==> src/rtl/sd_card_clkgen.sv <==
module sd_card_clkgen #(
  parameter int               ADDR_W         = 8,
  parameter logic [ADDR_W-1:0] CTRL_OFS       = 8'h2C,
  parameter logic [ADDR_W-1:0] STAT_OFS       = 8'h24,
  parameter int               SETTLE_PERIODS = 2
) (
  input  logic              clk,
  input  logic              rst_n,
  input  logic              wr_en,
  input  logic [ADDR_W-1:0] wr_addr,
  input  logic [15:0]       wr_data,
  input  logic [ADDR_W-1:0] rd_addr,
  output logic [15:0]       rd_data,
  output logic              card_clk
);
  localparam int PRE_W = 8;
  localparam int DIV_W = 4;
  localparam int N_W   = PRE_W + DIV_W + 1;
  localparam int SET_W = $clog2(SETTLE_PERIODS + 1);

  logic [PRE_W-1:0] pre_q;
  logic [DIV_W-1:0] div_q;
  logic             out_en_q;
  logic [2:0]       aux_q;
  logic             stable_q, run_q, card_q, en_fall_q;
  logic [N_W-1:0]   pos_q;
  logic [SET_W-1:0] settle_q;

  function automatic logic [3:0] pre_shift(input logic [PRE_W-1:0] f);
    logic [3:0] s;
    s = '0;
    for (int i = 0; i < PRE_W; i++)
      if (f[i]) s = 4'(i + 1);
    return s;
  endfunction

  logic           ctrl_wr, div_chg, wrap, want, run_nxt, n_one;
  logic [N_W-1:0] n_total, n_m1, half_n, pos_nxt;

  assign ctrl_wr = wr_en && (wr_addr == CTRL_OFS);
  assign div_chg = ctrl_wr && ((wr_data[15:8] != pre_q) || (wr_data[7:4] != div_q));
  assign n_total = {{(N_W-DIV_W-1){1'b0}}, ({1'b0, div_q} + 5'd1)} << pre_shift(pre_q);
  assign n_m1    = n_total - N_W'(1);
  assign half_n  = n_total >> 1;
  assign n_one   = (n_total == N_W'(1));
  assign wrap    = (pos_q == n_m1);
  assign pos_nxt = (div_chg || wrap) ? '0 : pos_q + N_W'(1);
  assign want    = out_en_q && stable_q && !div_chg;
  assign run_nxt = (pos_nxt == '0) ? want : run_q;

  always_ff @(posedge clk or negedge rst_n) begin
    if (!rst_n) begin
      pre_q    <= 8'h80;
      div_q    <= 4'hF;
      out_en_q <= 1'b0;
      aux_q    <= '0;
    end else if (ctrl_wr) begin
      pre_q    <= wr_data[15:8];
      div_q    <= wr_data[7:4];
      out_en_q <= wr_data[3];
      aux_q    <= wr_data[2:0];
    end
  end

  always_ff @(posedge clk or negedge rst_n) begin
    if (!rst_n) begin
      pos_q <= '0;
      run_q <= 1'b0;
      card_q <= 1'b0;
    end else begin
      pos_q  <= pos_nxt;
      run_q  <= run_nxt;
      card_q <= run_nxt && (pos_nxt < half_n);
    end
  end

  always_ff @(posedge clk or negedge rst_n) begin
    if (!rst_n) begin
      stable_q <= 1'b0;
      settle_q <= '0;
    end else if (div_chg) begin
      stable_q <= 1'b0;
      settle_q <= '0;
    end else if (!stable_q && wrap) begin
      if (settle_q == SET_W'(SETTLE_PERIODS - 1)) stable_q <= 1'b1;
      else settle_q <= settle_q + SET_W'(1);
    end
  end

  always_ff @(negedge clk or negedge rst_n) begin
    if (!rst_n) en_fall_q <= 1'b0;
    else        en_fall_q <= run_q;
  end

  assign card_clk = n_one ? (clk & en_fall_q) : card_q;

  always_comb begin
    rd_data = '0;
    if (rd_addr == CTRL_OFS)      rd_data = {pre_q, div_q, out_en_q, aux_q};
    else if (rd_addr == STAT_OFS) rd_data = {12'h000, stable_q, 3'b000};
  end

  AST_DIV_WRITE_DROPS_STABLE: assert property (@(posedge clk) disable iff (!rst_n)
    div_chg |=> !stable_q);
  AST_STABLE_RISES_ON_WRAP: assert property (@(posedge clk) disable iff (!rst_n)
    $rose(stable_q) |-> $past(wrap));
  AST_UNSTABLE_HOLDS_LOW: assert property (@(posedge clk) disable iff (!rst_n)
    !stable_q |=> !card_q);
  AST_RISE_ON_BOUNDARY: assert property (@(posedge clk) disable iff (!rst_n)
    $rose(card_q) |-> (pos_q == '0));
  AST_FALL_AT_HALF: assert property (@(posedge clk) disable iff (!rst_n)
    ($fell(card_q) && !$past(div_chg)) |-> (pos_q == half_n));
  AST_POS_IN_RANGE: assert property (@(posedge clk) disable iff (!rst_n)
    pos_q <= n_m1);
endmodule

==> config.mk <==
export PLATFORM = sky130hd
export DESIGN_NAME = sd_card_clkgen
export DESIGN_NICKNAME = d
export VERILOG_FILES = /design/src/rtl/sd_card_clkgen.sv
export SDC_FILE = /design/constraint.sdc
export NUM_CORES = 1
export LEC_CHECK = 0
export ABC_AREA = 0
export BUFFER_PORTS_ARGS = -buffer_cell sky130_fd_sc_hd__buf_2
export CAP_MARGIN = 20
export CORE_ASPECT_RATIO = 1.2
export CORE_MARGIN = 2
export CORE_UTILIZATION = 45
export CTS_BUF_LIST = sky130_fd_sc_hd__clkbuf_16
export CTS_CLUSTER_DIAMETER = 150
export DETAILED_ROUTE_END_ITERATION = 12
export PLACE_DENSITY = 0.69
export SYNTH_ARGS = -nofsm -noshare
export SYNTH_HDL_FRONTEND = slang
export SYNTH_SLANG_ARGS = --single-unit
==> constraint.sdc <==
create_clock -name clk -period 4.6 [get_ports clk]
set_input_delay 1.38 -clock clk [delete_from_list [all_inputs] [get_ports clk]]
set_output_delay 1.38 -clock clk [all_outputs]
set_load 0.01 [all_outputs]
After elaboration in Yosys (flattened, before gate mapping)
Cells that the tools add are included.
Widths: inputs -> output; s select.
Word-level totals
  register bits: 35
  bits of input ports: 35
  output and inout port bits: 17
  logic and storage cells: 60
Operators by class
  $add $sub $neg: 4
  order comparisons: 1
  equality and inequality tests: 9
  shifts and indexed selects: 1
  mux-type cells: 19
  bitwise operators: 1
  reductions and logical operators: 15
Operators by type and width (count)
  $eq 8x6->1 const B: 3
  $mux 16: 1
  $add 13x1->13 const B: 1
  $eq 13x1->1 const B: 1
  $eq 13x13->1: 1
  $logic_not 13->1: 1
  $lt 13x12->1: 1
  $mux 13: 1
  $shl 5x4->13: 1
  $sub 13x1->13 const B: 1
  $mux 4: 3
  $mux 2: 5
  $mux 3: 3
  $ne 8x8->1: 1
  $logic_and 1x1->1: 6
  $mux 1: 6
  $add 4x1->5 const B: 1
  $ne 4x4->1: 1
  $reduce_and 2->1: 2
  $reduce_bool 2->1: 2
  $add 2x1->2 const B: 1
  $eq 2x1->1 const B: 1
  $logic_not 1->1: 2
  $logic_or 1x1->1: 2
  other kinds (2): 2

Depth between registers and ports, before layout
Gate-level depths: netlist (run 1).
  depth after elaboration: 16
  gate-level depth with buffers: 23
  gate-level depth less buffers: 21

==> flow_summary.yaml, run 1 <==
timing:
  number_of_endpoints_failing_setup_at_the_final_stage: 3
  maxSlewViolCount: 0
  report.final.hold_viol_count: 0
  grt_setup_unrepaired: "yes"
  max_slew_headroom_pct: 63.5
  setup_total_negative_slack_ps: -189
  post-route-worst-setup-slack_ps: -189
  timing_worst_slew_pin_value_ps: 539
  worst_clock_skew_ps: 41.3
critical_path:
  r2r-start: "div_q[1]$_DFFE_PN1P_"
  critPathLaunchType: "flop"
  worstPathCellList: "nand3_1 > o21ai_1 > buf_2"
  reg2reg_capture_point: "card_q$_DFF_PN0_"
  reg_to_reg_slack_setup_ps: 30
  timing_worst_setup_path_type: "flop to output pin"
  worstSetupStartpoint: "en_fall_q$_DFF_NN0_"
  cp_num_buf_inv: 1
  critPathMaxStageDelay_ps: 390
  worstPathMaxFanout: 1
  cp_data_arrival_time_ps: 3410
  timing.critical_path.max_delay_family: "flip-flops"
  crit_path_top_delay_cell: "sky130_fd_sc_hd__dfrtn_1"
  worst-r2r-cell-count: 20
  crit_required_ps: 3220
  setup.worst_path.end_class: "output pin"
placed_design:
  placedInstanceArea_um2: 3850
  place_congestion: 0.932
  final_hpwl_from_detailed_placement_um: 6760
  numPortBuffers: 51
detailed_routing:
  drt_wl_total_um: 8970
  drt_via_density: 5.58
  drc: 0
  routed-via-count: 3093
  final_ant_viol_nets: 0
  drt_iter0_markers: 136
  routed_wire_per_std_cell_um: 16.2
  drt-pass1-iter-count: 4
synth:
  synth-edff-count: 0
  ys_ff_latch: 35
  syn_nets: 420
  synth_top_cell_area_share_pct: 22.9
  synthAdderAreaFrac_pct: 6.30
  synth_simple_gate_area_share_pct: 25.1
  synth_top_area_cell: "sky130_fd_sc_hd__dfrtp_1"
  yosys.area_share.xor_xnor_pct: 13.8
  synth-warning-count: 0
  compound_gate_fraction_of_synth_area_pct: 16.4
  netlist_area_um2: 3180
  synth_area_leaders: "sky130_fd_sc_hd__dfrtp_1 (23%), sky130_fd_sc_hd__xor2_1 (7.4%), sky130_fd_sc_hd__xnor2_1 (6.3%)"
  avg_inst_size_synth_um2: 8.61
  synth_async_sr_flop_share_pct: 100
  post_synth_mux_area_share_pct: 7.13
  post_synth_num_cell_types: 65
  portion_of_the_post_synthesis_area_used_by_sequential_elements_pct: 27.8
  netlist_instances: 369
  most_used_flip_flop_cell_after_synthesis: "sky130_fd_sc_hd__dfrtp_1"
  dominant_combinational_cell_family_by_area_after_synthesis: "simple AND/OR/NAND/NOR gates"
grt:
  globalRouteTotalUtil_pct: 24.7
  grt_antenna_before_repair: 0
  grt_start_max_net_pins: 35
  first_global_vias: 3143
  grt_first_pass_wirelength_um: 14400
  grt-ovfl-total: 0
power_and_ir_drop:
  clockPowerShare_pct: 26.3
  power_leakage_uw: 0.00201
  powerDensity_nw_per_um2: 406
  ir_drop_mv: 0.229
  combinationalPowerShare_pct: 48.3
  switching_power_uw: 667
  power_frac_seq_pct: 25.4
  cellInternalPower_uw: 1080
  netSwitchingFraction_pct: 38.3
final_layout:
  filler_cell_count: 617
  area_of_the_multi_input_gates_um2: 2380
  finish.instance_area_um2: 4300
  final_nets: 517
  num_antenna_cells: 0
  drive_above_1_share_pct: 38.5
  ff_latch_area_um2: 885
  area_growth_pct: 35.4
clocking:
  tritoncts_clock_tree: "built"
  cts_hold_buffers: 0
  path_clk_slew_ps: 60
  insertion_delay_ps: 430
die:
  die_width_um: 80.7
  core.rowCount: 33
  die_height_um: 96.0
  die_area_um2: 7750
  io-pin-count: 52
  design.core.area_um2: 6850
  initial_cell_density_of_the_core_pct: 46.3
status:
  violations: "negative setup slack"
  run_status: "finished, violations left"
hold_path:
  min_path_type: "flop to flop"
  min_delay_path_depth: 1
  min_to: "aux_q[0]$_DFFE_PN0P_"
  hold_path.startpoint: "aux_q[0]$_DFFE_PN0P_"
run:
  max_cap_viols: 0
==> how the worst max path moves through the flow <==
stage / cells after the start / to / slack (ps)
after floorplan: 20 / card_q$_DFF_PN0_ / 6
after global placement: 19 / card_q$_DFF_PN0_ / 40
after detailed placement: 17 / card_q$_DFF_PN0_ / -80
after CTS: 3 / card_clk / -220
after global routing: 3 / card_clk / -260
final: 3 / card_clk / -190
==> placed cells by master (no fill, tap or decap), drive strengths merged, types with 15 or more instances in the layout <==
cell	count
a21oi	15
and2	17
buf	104
dfrtp	29
ha	16
mux2	18
nand2	17
nand3	18
nor2	45
nor3	20
xnor2	23
xor2	27
==> registers in the layout, summed over array words and instances, names as in the netlist <==
name and cells:
run_q 1, div_q 4, aux_q 3, out_en_q 1
pre_q 8, stable_q 1, pos_q 13, settle_q 2
card_q 1, en_fall_q 1
==> logic make-up (layout without fill, tap and decap cells) <==
family,after synthesis,in the layout
muxes,20,20
DFF,35,35
and+or+nand+nor,150,150
adders and majority gates,16,16
AOI/OAI and AO/OA,71,71
xor gates and xnor gates,50,50
buffers and inverters,27,125
==> power groups by stage <==
stage                     Clock, uW  Sequential, uW  Combinational (uW)
after floorplan                2.23             400                 571
after global placement         3.76             444                 762
after detailed placement       3.76             446                 774
after CTS                       467             441                 812
after global routing            484             451                 936
final                           458             443                 842
==> stage by stage <==
step           total power (uW)  cells  hold slack (ps)  setup slack [ps]  utilization (%)
6_report                   1740    554              499              -189             62.7
5_1_grt                    1870    554              513              -260             62.7
4_1_cts                    1720    552              506              -222             60.6
3_5_place_dp               1220    539              493             -79.1             56.2
3_3_place_gp               1210    539              480              37.3             56.2
2_1_floorplan               973    369              471              5.96                -
==> Yosys cell counts, types with 3 or more instances <==
library cell and n:
sky130_fd_sc_hd__dfrtp_1 29, sky130_fd_sc_hd__inv_1 10, sky130_fd_sc_hd__o31ai_1 6, sky130_fd_sc_hd__dfstp_2 5
sky130_fd_sc_hd__clkbuf_1 10, sky130_fd_sc_hd__nor3_1 18, sky130_fd_sc_hd__ha_1 16, sky130_fd_sc_hd__nor2_1 43
sky130_fd_sc_hd__o21ai_1 4, sky130_fd_sc_hd__and3_1 5, sky130_fd_sc_hd__nand2_1 16, sky130_fd_sc_hd__and2_1 17
sky130_fd_sc_hd__a221oi_1 3, sky130_fd_sc_hd__nand2b_1 3, sky130_fd_sc_hd__a211oi_1 4, sky130_fd_sc_hd__mux2_2 16
sky130_fd_sc_hd__o21ai_0 8, sky130_fd_sc_hd__buf_2 5, sky130_fd_sc_hd__xor2_1 27, sky130_fd_sc_hd__a31oi_1 5
sky130_fd_sc_hd__xnor2_1 23, sky130_fd_sc_hd__nand4_1 4, sky130_fd_sc_hd__nor4_1 5, sky130_fd_sc_hd__a21o_1 5
sky130_fd_sc_hd__a21oi_1 13, sky130_fd_sc_hd__nand3_1 18, sky130_fd_sc_hd__nor4b_1 3, sky130_fd_sc_hd__o31a_1 3
==> area by class of cell <==
type	count	area share (%)
multi-input cells	307	55.4
flip-flops and latches	35	20.6
repair buffers	103	15.5
clock buffers	9	4.77
well taps	87	2.53
inverters	10	0.873
clock inverters	3	0.349
==> worst register-to-register path, cell delays in order, from the launching register on <==
cell and delay [ps]:
sky130_fd_sc_hd__dfstp_2 580, sky130_fd_sc_hd__buf_6 120, sky130_fd_sc_hd__nand3_4 90, sky130_fd_sc_hd__xnor2_4 170, sky130_fd_sc_hd__nor3_4 200, sky130_fd_sc_hd__buf_4 170, sky130_fd_sc_hd__o211a_1 210, sky130_fd_sc_hd__o31a_1 180
sky130_fd_sc_hd__nand4_2 120, sky130_fd_sc_hd__or4_1 480, sky130_fd_sc_hd__a21oi_1 150, sky130_fd_sc_hd__nor2_1 110, sky130_fd_sc_hd__o31ai_4 380, sky130_fd_sc_hd__nor2_1 110, sky130_fd_sc_hd__ha_1 330, sky130_fd_sc_hd__and3_1 180
sky130_fd_sc_hd__a221oi_2 290, sky130_fd_sc_hd__nand2_1 80, sky130_fd_sc_hd__a211oi_1 210, sky130_fd_sc_hd__o31ai_1 110, sky130_fd_sc_hd__a211oi_1 220
==> metal layers <==
metal | routed length [um] | vias to the layer above | track usage (%) | part of all wire [%]
li1 | - | 1527 | - | -
met1 | 3470 | 1450 | 25.6 | 39
met2 | 4820 | 88 | 46.2 | 54
met3 | 392 | 28 | 6.38 | 4.4
met4 | 288 | 0 | 11.2 | 3.2
met5 | 0 | - | 0 | 0
==> what timing repair did <==
action                                  in CTS  in global routing
gates resized for setup                     19                 23
endpoints found under the setup margin       5                  5
buffers inserted                             2                  2
pin swaps                                    7                 12
gates cloned                                 0                  0
hold endpoints to repair                     0                  0
No activity file was read; power rests on OpenSTA's default activity.
==> inputs of run 2 (changes only) <==
--- a/config.mk
+++ b/config.mk
@@ -8,13 +8,15 @@
 export ABC_AREA = 0
 export BUFFER_PORTS_ARGS = -buffer_cell sky130_fd_sc_hd__buf_2
 export CAP_MARGIN = 20
+export CELL_PAD_IN_SITES_DETAIL_PLACEMENT = 0
+export CELL_PAD_IN_SITES_GLOBAL_PLACEMENT = 1
 export CORE_ASPECT_RATIO = 1.2
 export CORE_MARGIN = 2
-export CORE_UTILIZATION = 45
+export CORE_UTILIZATION = 39
 export CTS_BUF_LIST = sky130_fd_sc_hd__clkbuf_16
 export CTS_CLUSTER_DIAMETER = 150
 export DETAILED_ROUTE_END_ITERATION = 12
-export PLACE_DENSITY = 0.69
+export PLACE_DENSITY_LB_ADDON = 0.1
 export SYNTH_ARGS = -nofsm -noshare
 export SYNTH_HDL_FRONTEND = slang
 export SYNTH_SLANG_ARGS = --single-unit
==> run 2 against run 1 <==
  * The run still ends with negative setup slack left
  * Combinational power grew 14%
  * Clock power grew 0.9%
  * Sequential cell count is the same
  * Sequential power is essentially flat
  * Global-route usage shrank 2.2 points
==> flow_summary.yaml, run 2 (same netlist as run 1, synthesis figures left out) <==
hold_path:
  min_path_type: "flop to flop"
  min_delay_path_depth: 1
grt:
  first_global_vias: 3196
  grt_first_pass_wirelength_um: 15300
  grt_antenna_before_repair: 0
  grt_start_max_net_pins: 35
  met3_routing_resource_usage_after_global_routing_pct: 4.80
  grtUsageMet2_pct: 41.8
  grt_busiest_layer: "met2"
  grt_util_met1_pct: 24.1
  grt-ovfl-total: 0
  globalRouteTotalUtil_pct: 22.5
critical_path:
  crit_path_top_delay_cell: "sky130_fd_sc_hd__dfrtn_1"
  timing.critical_path.max_delay_family: "flip-flops"
  crit_cells: 3
  worstPathCellList: "nand3_1 > o21ai_1 > buf_2"
  crit_required_ps: 3220
  cp_data_arrival_time_ps: 3400
  timing_worst_setup_path_type: "flop to output pin"
  critPathMaxStageDelay_ps: 390
  critPathLaunchType: "flop"
  worst-r2r-cell-count: 21
  worstPathMaxFanout: 1
  cp_num_buf_inv: 1
  setup.worst_path.end_class: "output pin"
power_and_ir_drop:
  cellInternalPower_uw: 1150
  combinationalPowerShare_pct: 51.4
  power_leakage_uw: 0.00212
  switching_power_uw: 719
  power.total_uw: 1870
  ir_drop_mv: 0.168
  powerDensity_nw_per_um2: 409
  netSwitchingFraction_pct: 38.5
  clockPowerShare_pct: 24.7
  power_frac_seq_pct: 23.9
final_layout:
  reg_top3: "pos_q: 13 flops, pre_q: 8 flops, div_q: 4 flops"
  final_cell_mix: "sky130_fd_sc_hd__buf_4 (69), sky130_fd_sc_hd__buf_2 (51), sky130_fd_sc_hd__nor2_1 (41)"
  num_antenna_cells: 0
  final_common_cell: "sky130_fd_sc_hd__buf_4"
  final_nets: 536
  drive_above_1_share_pct: 43.2
  max_reg_flops: 13
  top_register: "pos_q"
  area_growth_pct: 43.9
  filler_cell_count: 747
clocking:
  tritoncts_clock_tree: "built"
  path_clk_slew_ps: 50
  insertion_delay_ps: 430
detailed_routing:
  drc: 0
  routed-via-count: 3148
  drt_wl_total_um: 9630
  final_ant_viol_nets: 0
  drt_iter0_markers: 99
  drt-pass1-iter-count: 4
  routed_wire_per_std_cell_um: 16.6
  drt_via_density: 5.42
run:
  max_cap_viols: 0
timing:
  worst_clock_skew_ps: 41.2
  max_slew_headroom_pct: 65.7
  post-route-worst-setup-slack_ps: -180
  setup_total_negative_slack_ps: -180
  timing_worst_slew_pin_value_ps: 510
  number_of_endpoints_failing_setup_at_the_final_stage: 2
  grt_setup_unrepaired: "yes"
  report.final.hold_viol_count: 0
  maxSlewViolCount: 0
die:
  core.rowCount: 36
  die_width_um: 86.4
  initial_cell_density_of_the_core_pct: 39.6
  die_height_um: 103
  design.core.area_um2: 8020
  die_area_um2: 8880
  io-pin-count: 52
placed_design:
  numPortBuffers: 51
  final_hpwl_from_detailed_placement_um: 7420
  place_ws_ps: -156
  place_congestion: 0.857
status:
  violations: "negative setup slack"
  run_status: "finished, violations left"
## run 2: area by class of cell
| type | count | area, um2 | area share [%] |
|---|---|---|---|
| well taps | 95 | 119 | 2.60 |
| flip-flops and latches | 35 | 887 | 19.4 |
| inverters | 10 | 41.3 | 0.904 |
| clock buffers | 9 | 205 | 4.49 |
| multi-input cells | 307 | 2500 | 54.8 |
| repair buffers | 122 | 802 | 17.6 |
| clock inverters | 3 | 11.3 | 0.246 |
## run 2: worst register-to-register path, delay by kind of cell (launching register included)
| kind | cells | cell delay [ps] |
|---|---|---|
| compound gates | 10 | 2320 |
| xor+xnor | 1 | 160 |
| fa+ha+maj | 1 | 310 |
| buf+inv | 3 | 460 |
| flops | 1 | 400 |
| simple gates | 6 | 790 |
## run 2: power by group through the flow
| stage | logic, uW | registers [uW] | clock network [uW] |
|---|---|---|---|
| global placement | 827 | 447 | 3.76 |
| floorplan | 571 | 400 | 2.23 |
| finish | 959 | 446 | 462 |
| detailed placement | 833 | 447 | 3.76 |
| CTS | 876 | 444 | 467 |
| global route | 1060 | 457 | 491 |
## run 2: through the flow
step                cell area (um2)  hold slack [ps]  std cells  utilization (%)
CTS                            4300              498        572             53.6
finish                         4570              494        581             57.0
global placement               3950              480        559             49.3
floorplan                      3190              471        369                -
global route                   4570              520        581             57.0
detailed placement             3950              485        559             49.3
## run 2: layer usage
layer	wire, um	vias up
met2	5060	83
met4	395	0
met5	0	-
li1	-	1565
met3	334	24
met1	3840	1476
## run 2: path summary, 6_finish.rpt
kind | slack (ps) | end | from
max reg2reg | 70 | card_q$_DFF_PN0_ | pre_q[1]$_DFFE_PN0P_
min | 490 | aux_q[1]$_DFFE_PN0P_ | aux_q[1]$_DFFE_PN0P_
max | -180 | card_clk | en_fall_q$_DFF_NN0_
min reg2reg | 490 | aux_q[1]$_DFFE_PN0P_ | aux_q[1]$_DFFE_PN0P_
min in group asynchronous | 1110 | pos_q[0]$_DFF_PN0_ | rst_n
max in group asynchronous | 1520 | en_fall_q$_DFF_NN0_ | rst_n
## run 2: what timing repair did
item / 4_1_cts / 5_1_grt
resized for setup: 28 / 36
buffers inserted: 2 / 9
endpoints found under the setup margin: 5 / 5
hold buffers: 0 / 0
pin swaps: 8 / 13
==> inputs of run 3 (changes only) <==
--- a/config.mk
+++ b/config.mk
@@ -12,7 +12,7 @@
 export CELL_PAD_IN_SITES_GLOBAL_PLACEMENT = 1
 export CORE_ASPECT_RATIO = 1.2
 export CORE_MARGIN = 2
-export CORE_UTILIZATION = 39
+export CORE_UTILIZATION = 43
 export CTS_BUF_LIST = sky130_fd_sc_hd__clkbuf_16
 export CTS_CLUSTER_DIAMETER = 150
 export DETAILED_ROUTE_END_ITERATION = 12
==> constraint.sdc (replaced) <==
create_clock -name clk -period 5.4 [get_ports clk]
set_input_delay 1.62 -clock clk [delete_from_list [all_inputs] [get_ports clk]]
set_output_delay 1.62 -clock clk [all_outputs]
set_load 0.01 [all_outputs]
==> run 3 against run 2 <==
  * The flow still finishes with violations (negative setup slack)
  * Critical path type unchanged
  * Critical path depth is the same
  * Power shrank 24%
  * Clock skew grew 1.3 ps
  * Sequential power shrank 15%
  * Register-to-register slack gained 320 ps
==> flow_summary.yaml, run 3 (same netlist as run 1, synthesis figures left out) <==
status:
  run_status: "finished, violations left"
  violations: "negative setup slack"
final_layout:
  top_register: "pos_q"
  finish.instance_area_um2: 3850
  area_growth_pct: 21.3
  final_common_cell: "sky130_fd_sc_hd__buf_2"
  area_of_the_multi_input_gates_um2: 2190
  final_cell_mix: "sky130_fd_sc_hd__buf_2 (51), sky130_fd_sc_hd__nor2_1 (42), sky130_fd_sc_hd__dfrtp_1 (29)"
  filler_cell_count: 709
  num_antenna_cells: 0
  final_nets: 482
  final_cell_count_no_fill: 522
  reg_top3: "pos_q: 13 flops, pre_q: 8 flops, div_q: 4 flops"
  ff_latch_area_um2: 882
  max_reg_flops: 13
  drive_above_1_share_pct: 27.5
detailed_routing:
  drt_via_density: 5.59
  drt_wl_total_um: 8450
  drt-pass1-iter-count: 4
  routed_wire_per_std_cell_um: 16.2
  drt_iter0_markers: 113
  routed-via-count: 2920
  final_ant_viol_nets: 0
  drc: 0
timing:
  max_slew_headroom_pct: 60.9
  number_of_endpoints_failing_setup_at_the_final_stage: 2
  post-route-worst-setup-slack_ps: -23.8
  maxSlewViolCount: 0
  grt_setup_unrepaired: "yes"
  timing_worst_slew_pin_value_ps: 579
  report.final.hold_viol_count: 0
  setup_total_negative_slack_ps: -23.8
  worst_clock_skew_ps: 42.5
placed_design:
  place_congestion: 0.917
  numPortBuffers: 51
  placedInstanceArea_um2: 3600
  post-place-cells: 511
  final_hpwl_from_detailed_placement_um: 6810
  place_ws_ps: 328
grt:
  first_global_vias: 3031
  grt_start_max_net_pins: 35
  grt_first_pass_wirelength_um: 14300
  grt-ovfl-total: 0
  globalRouteTotalUtil_pct: 23.2
  grt_antenna_before_repair: 0
critical_path:
  worstSetupStartpoint: "en_fall_q$_DFF_NN0_"
  crit_path_top_delay_cell: "sky130_fd_sc_hd__dfrtn_1"
  reg2reg_capture_point: "card_q$_DFF_PN0_"
  timing_worst_setup_path_type: "flop to output pin"
  worstPathMaxFanout: 1
  reg_to_reg_slack_setup_ps: 390
  cp_data_arrival_time_ps: 3800
  worstPathCellList: "nand3_1 > o21ai_1 > buf_2"
  crit_required_ps: 3780
  cp_num_buf_inv: 1
  critPathMaxStageDelay_ps: 390
  timing.critical_path.max_delay_family: "flip-flops"
  setup.worst_path.end_class: "output pin"
  critPathLaunchType: "flop"
  worst-r2r-cell-count: 21
  r2r-start: "pre_q[7]$_DFFE_PN1P_"
hold_path:
  min_path_type: "flop to flop"
  min_to: "aux_q[2]$_DFFE_PN0P_"
  hold_path.startpoint: "aux_q[2]$_DFFE_PN0P_"
  min_delay_path_depth: 1
die:
  die_area_um2: 8090
  core.rowCount: 34
  die_height_um: 98.1
  io-pin-count: 52
  die_width_um: 82.5
  design.core.area_um2: 7190
  initial_cell_density_of_the_core_pct: 44.2
power_and_ir_drop:
  combinationalPowerShare_pct: 42.7
  cellInternalPower_uw: 898
  power_leakage_uw: 0.00180
  switching_power_uw: 525
  powerDensity_nw_per_um2: 369
  power.total_uw: 1420
  clockPowerShare_pct: 30.7
  power_frac_seq_pct: 26.6
  ir_drop_mv: 0.200
  netSwitchingFraction_pct: 36.9
clocking:
  cts_hold_buffers: 0
  insertion_delay_ps: 430
  cts_setup_buffers: 0
  tritoncts_clock_tree: "built"
  path_clk_slew_ps: 50
run:
  max_cap_viols: 0
[run 3: changes by cell type in the layout (fill, tap and decap cells not counted), sizes merged]
| cell | previous run | this run |
|---|---|---|
| clkinvlp | 1 | 0 |
| buf | 123 | 69 |
| bufinv | 0 | 1 |
[run 3: how the worst max path moves through the flow]
stage	to	slack, ps	cells after the start
final	card_clk	-20	3
after global routing	card_clk	-80	3
after detailed placement	card_q$_DFF_PN0_	330	21
after CTS	card_clk	-40	3
after global placement	card_q$_DFF_PN0_	340	21
after floorplan	card_clk	520	2
[run 3: through the flow]
step	hold WS (ps)	utilization (%)
after floorplan	471	-
after global placement	479	50.1
after CTS	501	53.5
after detailed placement	488	50.1
final	497	53.6
after global routing	514	53.6
[run 3: final cells by class]
type,count,share of cell area [%]
Tap cell,90,2.92
Multi-Input combinational cell,307,56.9
Inverter,10,0.974
Clock buffer,9,5.33
Timing Repair Buffer,68,10.0
Sequential cell,35,22.9
Clock inverter,3,1.01
[run 3: repair_timing]
item                       4_1_cts  5_1_grt
setup endpoints to repair        2        5
resized for setup                1        4
hold endpoints to repair         0        0
[run 3: per-layer routing]
layer	vias up	GRT usage, %	routed length, um
met4	0	8.46	170
li1	1458	-	-
met5	-	0	0
met3	16	4.25	298
met2	64	41.6	4550
met1	1382	26.5	3430
[run 3: power groups by stage]
stage	combinational, uW	sequential (uW)	clock (uW)
6_report	607	379	437
5_1_grt	692	387	457
4_1_cts	610	378	449
3_5_place_dp	606	382	3.20
3_3_place_gp	604	381	3.20
2_1_floorplan	480	341	1.90
